File: config.mk
export PLATFORM = sky130hd
export DESIGN_NAME = ubuf_serializer
export DESIGN_NICKNAME = d
export VERILOG_FILES = /design/src/rtl/ubuf_serializer.sv
export SDC_FILE = /design/constraint.sdc
export NUM_CORES = 1
export LEC_CHECK = 0
export CAP_MARGIN = 10
export CELL_PAD_IN_SITES_DETAIL_PLACEMENT = 1
export CELL_PAD_IN_SITES_GLOBAL_PLACEMENT = 1
export CORE_MARGIN = 2
export CORE_UTILIZATION = 34
export CTS_BUF_LIST = sky130_fd_sc_hd__clkbuf_2 sky130_fd_sc_hd__clkbuf_4 sky130_fd_sc_hd__clkbuf_8
export CTS_CLUSTER_SIZE = 20
export DETAILED_ROUTE_END_ITERATION = 10
export PLACE_DENSITY = 0.56
export SYNTH_ARGS = -nofsm -noshare
export SYNTH_HDL_FRONTEND = slang
export SYNTH_SLANG_ARGS = --single-unit
File: constraint.sdc
create_clock -name clk -period 3.95 [get_ports clk]
set_input_delay 0.395 -clock clk [delete_from_list [all_inputs] [get_ports clk]]
set_output_delay 0.395 -clock clk [all_outputs]
set_load 0.02 [all_outputs]
File: src/rtl/ubuf_serializer.sv
`timescale 1ns/1ps
module ubuf_serializer #(
  parameter int DW = 8,
  parameter int AW = 3
) (
  input  logic          clk,
  input  logic          rst_n,
  input  logic          smp_stb,
  input  logic          host_we,
  input  logic [AW-1:0] host_addr,
  input  logic [DW-1:0] host_wdata,
  output logic [DW-1:0] host_rdata,
  output logic          ubit
);
  localparam int NLOC = 1 << AW;
  localparam int PW   = AW - 1;
  localparam int CW   = $clog2(DW);

  logic [DW-1:0] loc [NLOC];
  logic [PW-1:0] ptr;
  logic [CW-1:0] cnt;
  logic [DW-1:0] shreg;
  logic          ubit_q;
  logic [DW-1:0] cur_byte;
  logic [DW-1:0] status;

  assign status     = {{(DW-CW-PW){1'b0}}, cnt, ptr};
  assign cur_byte   = loc[{1'b1, ptr}];
  assign host_rdata = loc[host_addr];
  assign ubit       = ubit_q;

  for (genvar i = 0; i < NLOC; i++) begin : g_loc
    if (i == 0) begin : g_stat
      assign loc[i] = status;
    end else begin : g_rw
      always_ff @(posedge clk or negedge rst_n)
        if (!rst_n)
          loc[i] <= '0;
        else if (host_we && host_addr == AW'(i))
          loc[i] <= host_wdata;
    end
  end

  always_ff @(posedge clk or negedge rst_n)
    if (!rst_n) begin
      ptr    <= '0;
      cnt    <= '0;
      shreg  <= '0;
      ubit_q <= 1'b0;
    end else if (smp_stb) begin
      if (cnt == '0) begin
        ubit_q <= cur_byte[0];
        shreg  <= cur_byte >> 1;
      end else begin
        ubit_q <= shreg[0];
        shreg  <= shreg >> 1;
      end
      if (cnt == CW'(DW-1)) begin
        cnt <= '0;
        ptr <= PW'(ptr + 1'b1);
      end else begin
        cnt <= CW'(cnt + 1'b1);
      end
    end
endmodule


# After elaboration in Yosys (flattened, before gate mapping)
# Index checks and enable logic that the tools add are counted.
[word_totals]
elab_cells = 43
in_bits = 15
out_inout_bits = 9
reg_bits = 70
[classes]
n_reduce_logical = 9
muxes = 9
n_eq_ne = 8
order_cmp = 2
n_addsub = 2
bitwise = 2
[op_table]
columns = ["operator", "count"]
rows = [
  ["$bmux 8 s3", 2],
  ["$mux 8", 4],
  ["$eq 3x3->1 const B", 5],
  ["$ge 4x4->1 const B", 2],
  ["$not 3->4", 2],
  ["$logic_and 1x1->1", 7],
  ["$mux 7", 1],
  ["$eq 3x2->1 const B", 2],
  ["$add 3x1->3 const B", 1],
  ["$eq 3x1->1 const B", 1],
  ["$logic_not 3->1", 1],
  ["$mux 3", 1],
  ["$add 2x1->2 const B", 1],
  ["$reduce_and 2->1", 1],
  ["$mux 1", 1],
]

# Longest topological paths before layout
# Gate-level depths: netlist of the first run.
[logic_depth]
depth_word = 5
mapped_depth = 6
mapped_depth_nobuf = 5

# Worst setup path after synthesis of the first run
# Ideal clock, no wire load.
[synth_path]
path_kind = "input to output"
from = "input port host_addr[0]"
to = "output port host_rdata[0]"
stages = 4
required_time_ns = 3.555
n_path_buf = 2
setup_slack_ns = 2.069
arrival_time_ns = 1.486
cell_sequence = "buf_6 -> buf_8 -> mux4_1 -> mux2_2"
[synth_between]
elab_chain_cells = 4
[synth_lines]
columns = ["element", "line_no", "rtl"]
rows = [
  ["start: declaration", "10", "input logic [AW-1:0] host_addr,"],
  ["$not 3->4 (not written as such)", "29", "assign host_rdata = loc[host_addr];"],
  ["$bmux 8 s3", "29", ""],
  ["$mux 8 (not written as such) (2 in a row)", "29", ""],
  ["end: declaration", "12", "output logic [DW-1:0] host_rdata,"],
]
# No other way between the ends. The select of a mux whose other input is x is not followed.

# Worst setup path after layout of the first run
[layout_path]
from = "input port host_addr[0]"
to = "output port host_rdata[2]"
# Same word-level chain as after synthesis.

==> results of run 1 <==
[cell usage after synthesis]
master	count
nand4_2	1
nor4bb_1	2
o21ai_0	3
inv_1	3
nand2b_1	1
buf_4	1
buf_2	9
a21oi_1	3
dfrtp_1	69
a31oi_1	7
nand4b_2	3
ha_1	3
buf_8	1
nor2_1	8
nand3b_1	1
buf_6	2
a211oi_1	3
mux2_2	62
mux4_2	8
mux4_1	13
a21o_1	3
nand3_1	2
nor3_4	1
nor2b_1	1
xnor2_1	2
clkbuf_1	3
mux2i_1	3
nand2_1	17
[layer usage]
| metal | track usage (%) | up-vias | routed length [um] |
|---|---|---|---|
| met1 | 21.9 | 1085 | 3800 |
| met5 | 0 | - | 0 |
| met4 | 5.33 | 0 | 96 |
| met2 | 23.9 | 32 | 3820 |
| li1 | - | 942 | - |
| met3 | 3.18 | 8 | 260 |
[worst register-to-register path, delay by kind of cell, from the launching register on]
family	cells	cell delay (ns)
multiplexers	1	0.65
AO/OA/AOI/OAI	1	0.07
AND/OR/NAND/NOR	1	0.11
flip-flops	1	0.81
[flip-flops by register name (all words and copies together), names as in the netlist]
| register | cells |
|---|---|
| cnt | 3 |
| ptr | 2 |
| loc | 56 |
| shreg | 7 |
| ubit | 1 |
[final cells by class]
| type | count | area (um^2) |
|---|---|---|
| tap | 133 | 166 |
| inverter | 3 | 11.3 |
| clock inverter | 5 | 25.0 |
| timing repair buffer | 30 | 278 |
| clock buffer | 11 | 151 |
| sequential | 69 | 1730 |
| multi-input combinational | 147 | 1650 |
| fill | 1009 | 5850 |
[through the flow]
step	instance area, um^2	worst slack, ns	instances
finish	4010	0.880	398
global route	4010	0.819	398
CTS	4010	0.864	398
detailed placement	3840	0.874	382
global placement	3840	0.897	382
floorplan	3480	2.07	235
[worst paths after layout]
| path | from | end | slack (ns) | cells after the start |
|---|---|---|---|---|
| max reg2reg | ptr[0]$_DFFE_PN0P_ | shreg[0]$_DFFE_PN0P_ | 2.16 | 3 |
| min reg2reg | loc[52]$_DFFE_PN0P_ | loc[52]$_DFFE_PN0P_ | 0.50 | 1 |
| max | host_addr[0] | host_rdata[2] | 0.88 | 5 |
| max in group asynchronous | rst_n | loc[28]$_DFFE_PN0P_ | 2.81 | 2 |
| min | rst_n | loc[49]$_DFFE_PN0P_ | 0.17 | 1 |
| min in group clk | loc[52]$_DFFE_PN0P_ | loc[52]$_DFFE_PN0P_ | 0.50 | 1 |
[power breakdown]
| group | switching, W | total [W] | internal [W] |
|---|---|---|---|
| registers | 0.000173 | 0.00106 | 0.000891 |
| clock network | 0.000261 | 0.000517 | 0.000257 |
| logic | 0.000253 | 0.000639 | 0.000386 |
| total | 0.000687 | 0.00222 | 0.00153 |
[cell families after synthesis]
logic type | after synthesis | share of synthesized area (%)
AO/OA/AOI/OAI | 19 | 3.41
buffers and inverters | 19 | 3.23
multiplexers | 86 | 35.9
AND/OR/NAND/NOR | 37 | 6.25
flip-flops | 69 | 49.6
adder cells (fa/ha/maj) | 3 | 1.08
XOR/XNOR | 2 | 0.503
==> impl_metrics.env, run 1 <==
export IMPL_clkTransAtPathRegs_ns=0.07
export IMPL_synth_avg_cell_area_um2=14.8
export IMPL_first_pass_iters=4
export IMPL_grt_usage_pct=15.5
export IMPL_relSlewSlack_pct=42.0
export IMPL_ctsHoldBuffers=0
export IMPL_status="finished, final reports clean"
export IMPL_cts_setup_buffers=0
export IMPL_worstPathCellList="clkdlybuf4s50_1, buf_4, mux4_1, mux2_2, clkdlybuf4s50_1"
export IMPL_cpMaxStageDelayCell="mux4_1"
export IMPL_place_congestion=0.725
export IMPL_synth_area_leaders="dfrtp_1 50%, mux2_2 20%, mux4_1 9.8%, mux4_2 5.2%, nand2_1 1.8%"
export IMPL_drt_wl_total_um=7980
export IMPL_cp_arrival_ns=2.68
export IMPL_tns_ns=0
export IMPL_ys_ff_latch=69
export IMPL_hold_slack_ns=0.173
export IMPL_root_buffer="clkbuf_8"
export IMPL_fp_dieH_um=105
export IMPL_cts_sinks=69
export IMPL_cts_resized=0
export IMPL_final_net_count=278
export IMPL_clk_latency_ns=0.34
export IMPL_rsz0062_at_grt="no"
export IMPL_finalHoldViolations=0
export IMPL_post_route_util_pct=40.7
export IMPL_postSynthCellCount=235
export IMPL_setup_viol=0
export IMPL_yosys_warnings=0
export IMPL_portBuffers=23
export IMPL_cp_top_family="buffers and inverters"
export IMPL_die_w_um=105
export IMPL_cts_tree="built"
export IMPL_peakVddDrop_uv=184
export IMPL_core_area_mm2=0.00986
export IMPL_cp_start_kind="primary input"
export IMPL_cts_buffer_depth=2
export IMPL_syn_area_mm2=0.00348
export IMPL_synth_seq_area_share_pct=49.6
export IMPL_post_route_cells_drive_above_1_share_pct=38.1
export IMPL_fp_row_count=36
export IMPL_ios=24
export IMPL_tightestPinTransition_ns=0.871
export IMPL_antenna_found_initial=0
export IMPL_skew_ns=0.00877
export IMPL_drc_errors=0
export IMPL_power_density_mw_per_mm2=554
export IMPL_die_area_mm2=0.0111
export IMPL_p_leak_nw=1.70
export IMPL_netlist_area_leader_share_pct=49.6
export IMPL_vias=2067
export IMPL_grt_pass1_vias=2230
export IMPL_end_kind="output port"
export IMPL_vias_per_cell=5.19
export IMPL_min_period_ns=3.07
export IMPL_cpMostUsedCell="clkdlybuf4s50_1"
export IMPL_synth_nets=253
export IMPL_slowest_delay_ns=0.61
export IMPL_cts_buffers=9
export IMPL_fmax_ghz=0.326
export IMPL_grt_overflow=0
export IMPL_drt_iter0_drc=128
export IMPL_cap_violations=0
export IMPL_synth_cell_types=28
export IMPL_syn2layout_area_growth_pct=15.3
export IMPL_layout_common_cells="69 x dfrtp_1, 62 x mux2_2, 22 x clkdlybuf4s50_1"
export IMPL_critPathRequiredTime_ns=3.56
export IMPL_diodes=0
export IMPL_crit_path_max_fanout=26
export IMPL_start_util_pct=35.3
export IMPL_grt_pass1_wl_um=12900
export IMPL_power_w=0.00222
export IMPL_final_common_cell="dfrtp_1"
export IMPL_slew_violations=0
export IMPL_grt_max_degree=39
export IMPL_path_buf_inv=3
export IMPL_drtAntennaViolNets=0
export IMPL_path_class="in2out"
export IMPL_synth_top_area_cell="dfrtp_1"
export IMPL_post_drt_wl_per_cell_um=20.1
export IMPL_cts_htree_levels=3
export IMPL_hp_class="in2async"
export IMPL_dpl_hpwl_um=5190
export IMPL_post_route_period_util_pct=77.7
(Power assumes the default switching activity.)
==> run 2, diff against run 1 <==
==> constraint.sdc (replaced) <==
create_clock -name clk -period 2.96 [get_ports clk]
set_input_delay 0.296 -clock clk [delete_from_list [all_inputs] [get_ports clk]]
set_output_delay 0.296 -clock clk [all_outputs]
set_load 0.02 [all_outputs]
==> run 2 against run 1 <==
Effect of this change: count of clock-buffer cells in the layout increased by 2; critical endpoint is now host_rdata[4]; largest cell class unchanged; clock power increased by 49%; sequential share of layout area decreased by 0.69 points; clock skew decreased by 0.0041 ns; global-route usage increased by 0.52 points; non-clock buffer count increased by 2.
==> impl_metrics.env, run 2 (synthesis results as in run 1) <==
export IMPL_grt_pass1_wl_um=13200
export IMPL_drc_errors=0
export IMPL_largest_registers="loc: 56 flops, shreg: 7 flops, cnt: 3 flops"
export IMPL_diodes=0
export IMPL_cp_start_kind="primary input"
export IMPL_final_net_count=280
export IMPL_cts_buffer_depth=2
export IMPL_grt_pass1_vias=2199
export IMPL_rsz0062_at_grt="no"
export IMPL_reg2reg_depth=5
export IMPL_die_w_um=105
export IMPL_critPathRequiredTime_ns=2.66
export IMPL_core_area_mm2=0.00986
export IMPL_setup_worst_path_start="host_addr[0]"
export IMPL_clkTransAtPathRegs_ns=0.07
export IMPL_cp_arrival_ns=2.43
export IMPL_fmax_ghz=0.367
export IMPL_r2r_start="cnt[0]$_DFFE_PN0P_"
export IMPL_r2r_end="shreg[0]$_DFFE_PN0P_"
export IMPL_place_congestion=0.681
export IMPL_cts_sinks=69
export IMPL_cts_tree="built"
export IMPL_post_drt_wl_per_cell_um=20.6
export IMPL_hp_class="in2async"
export IMPL_portBuffers=23
export IMPL_grt_usage_pct=16.1
export IMPL_path_class="in2out"
export IMPL_end_kind="output port"
export IMPL_min_period_ns=2.73
export IMPL_cpMostUsedCell="clkdlybuf4s50_1"
export IMPL_largest_reg_flops=56
export IMPL_crit_end="host_rdata[4]"
export IMPL_cts_htree_levels=3
export IMPL_ios=24
export IMPL_cp_top_family="buffers and inverters"
export IMPL_cap_violations=0
export IMPL_skew_ns=0.00467
export IMPL_top_register="loc"
export IMPL_post_route_period_util_pct=92.1
export IMPL_p_leak_nw=1.73
export IMPL_fillers=1015
export IMPL_tns_ns=0
export IMPL_finalHoldViolations=0
export IMPL_vias_per_cell=5.21
export IMPL_syn2layout_area_growth_pct=17.1
export IMPL_root_buffer="clkbuf_8"
export IMPL_start_util_pct=35.3
export IMPL_status="finished, final reports clean"
export IMPL_die_area_mm2=0.0111
export IMPL_cp_num_cells=5
export IMPL_cts_resized=0
export IMPL_fp_dieH_um=105
export IMPL_drtAntennaViolNets=0
export IMPL_slew_violations=0
export IMPL_setup_viol=0
export IMPL_post_route_cells_drive_above_1_share_pct=38.3
export IMPL_power_w=0.00308
export IMPL_final_area_mm2=0.00408
export IMPL_cpMaxStageDelayCell="mux4_1"
export IMPL_clk_latency_ns=0.34
export IMPL_grt_max_degree=38
export IMPL_drt_wl_total_um=8220
export IMPL_final_common_cell="dfrtp_1"
export IMPL_relSlewSlack_pct=44.9
export IMPL_r2r_setup_slack_ns=1.41
export IMPL_cts_buffers=9
export IMPL_vias=2079
export IMPL_worstPathCellList="clkdlybuf4s50_1, buf_12, mux4_1, mux2_2, clkdlybuf4s50_1"
export IMPL_dpl_hpwl_um=5370
export IMPL_drt_iter0_drc=69
export IMPL_tightestPinTransition_ns=0.827
export IMPL_slowest_delay_ns=0.58
export IMPL_antenna_found_initial=0
export IMPL_postPlaceCellArea_mm2=0.00389
export IMPL_peakVddDrop_uv=227
export IMPL_first_pass_iters=5
export IMPL_layout_common_cells="69 x dfrtp_1, 62 x mux2_2, 22 x clkdlybuf4s50_1"
export IMPL_path_buf_inv=3
export IMPL_grt_overflow=0
export IMPL_cts_setup_buffers=0
export IMPL_fp_row_count=36
export IMPL_power_density_mw_per_mm2=756
export IMPL_ctsHoldBuffers=0
export IMPL_crit_path_max_fanout=26
-- run 2: stage by stage --
stage	setup WS, ns	std cells	hold WS (ns)	utilization, %
2_1_floorplan	1.28	235	0.000409	-
3_3_place_gp	0.252	384	0.431	39.4
3_5_place_dp	0.218	384	0.444	39.4
4_1_cts	0.211	399	0.0614	41.3
5_1_grt	0.167	399	0.0944	41.3
6_report	0.233	399	0.0459	41.3
-- run 2: worst min-delay path by stage --
stage | startpoint | endpoint | slack (ns) | cells after the start
5_1_grt | rst_n | loc[49]$_DFFE_PN0P_ | 0.09 | 1
4_1_cts | rst_n | loc[49]$_DFFE_PN0P_ | 0.06 | 1
3_3_place_gp | rst_n | loc[49]$_DFFE_PN0P_ | 0.43 | 1
6_report | rst_n | loc[49]$_DFFE_PN0P_ | 0.05 | 1
2_1_floorplan | rst_n | cnt[0]$_DFFE_PN0P_ | 0.0004 | 0
3_5_place_dp | rst_n | loc[49]$_DFFE_PN0P_ | 0.44 | 1
-- run 2: metal layers --
layer	track usage [%]	routed length [um]	share of wire, %
met1	22.7	4070	50
met2	24.7	3870	47
met3	2.56	137	1.7
met4	6.29	142	1.7
met5	0	0	0
-- run 2: power by group --
group / total (W) / switching [W] / leakage (nW) / internal, W
combinational: 0.000955 / 0.000417 / 0.802 / 0.000538
sequential: 0.00136 / 0.000167 / 0.826 / 0.00119
clock: 0.000769 / 0.000347 / 0.101 / 0.000422
total: 0.00308 / 0.000931 / 1.73 / 0.00215
-- run 2: area by class of cell --
cell class | count | area (um^2) | share of cell area [%]
clock buffers | 13 | 154 | 3.77
clock inverters | 2 | 35.0 | 0.859
inverters | 3 | 11.3 | 0.276
multi-input cells | 147 | 1650 | 40.6
flip-flops and latches | 69 | 1730 | 42.3
well taps | 133 | 166 | 4.08
repair buffers | 32 | 330 | 8.10
-- run 2: worst register-to-register path, stage by stage (launching register included) --
cell,delay [ns]
dfrtp_1,0.43
inv_1,0.09
ha_1,0.16
nor2b_1,0.46
nand2_1,0.14
a31oi_1,0.19
==> run 3, diff against run 2 <==
--- a/config.mk
+++ b/config.mk
@@ -13,6 +13,7 @@
 export CTS_BUF_LIST = sky130_fd_sc_hd__clkbuf_2 sky130_fd_sc_hd__clkbuf_4 sky130_fd_sc_hd__clkbuf_8
 export CTS_CLUSTER_SIZE = 20
 export DETAILED_ROUTE_END_ITERATION = 10
+export GPL_ROUTABILITY_DRIVEN = 0
 export PLACE_DENSITY = 0.56
 export SYNTH_ARGS = -nofsm -noshare
 export SYNTH_HDL_FRONTEND = slang
==> results of run 3 <==
The final DEF is identical to that of run 2; final timing and power are the same.
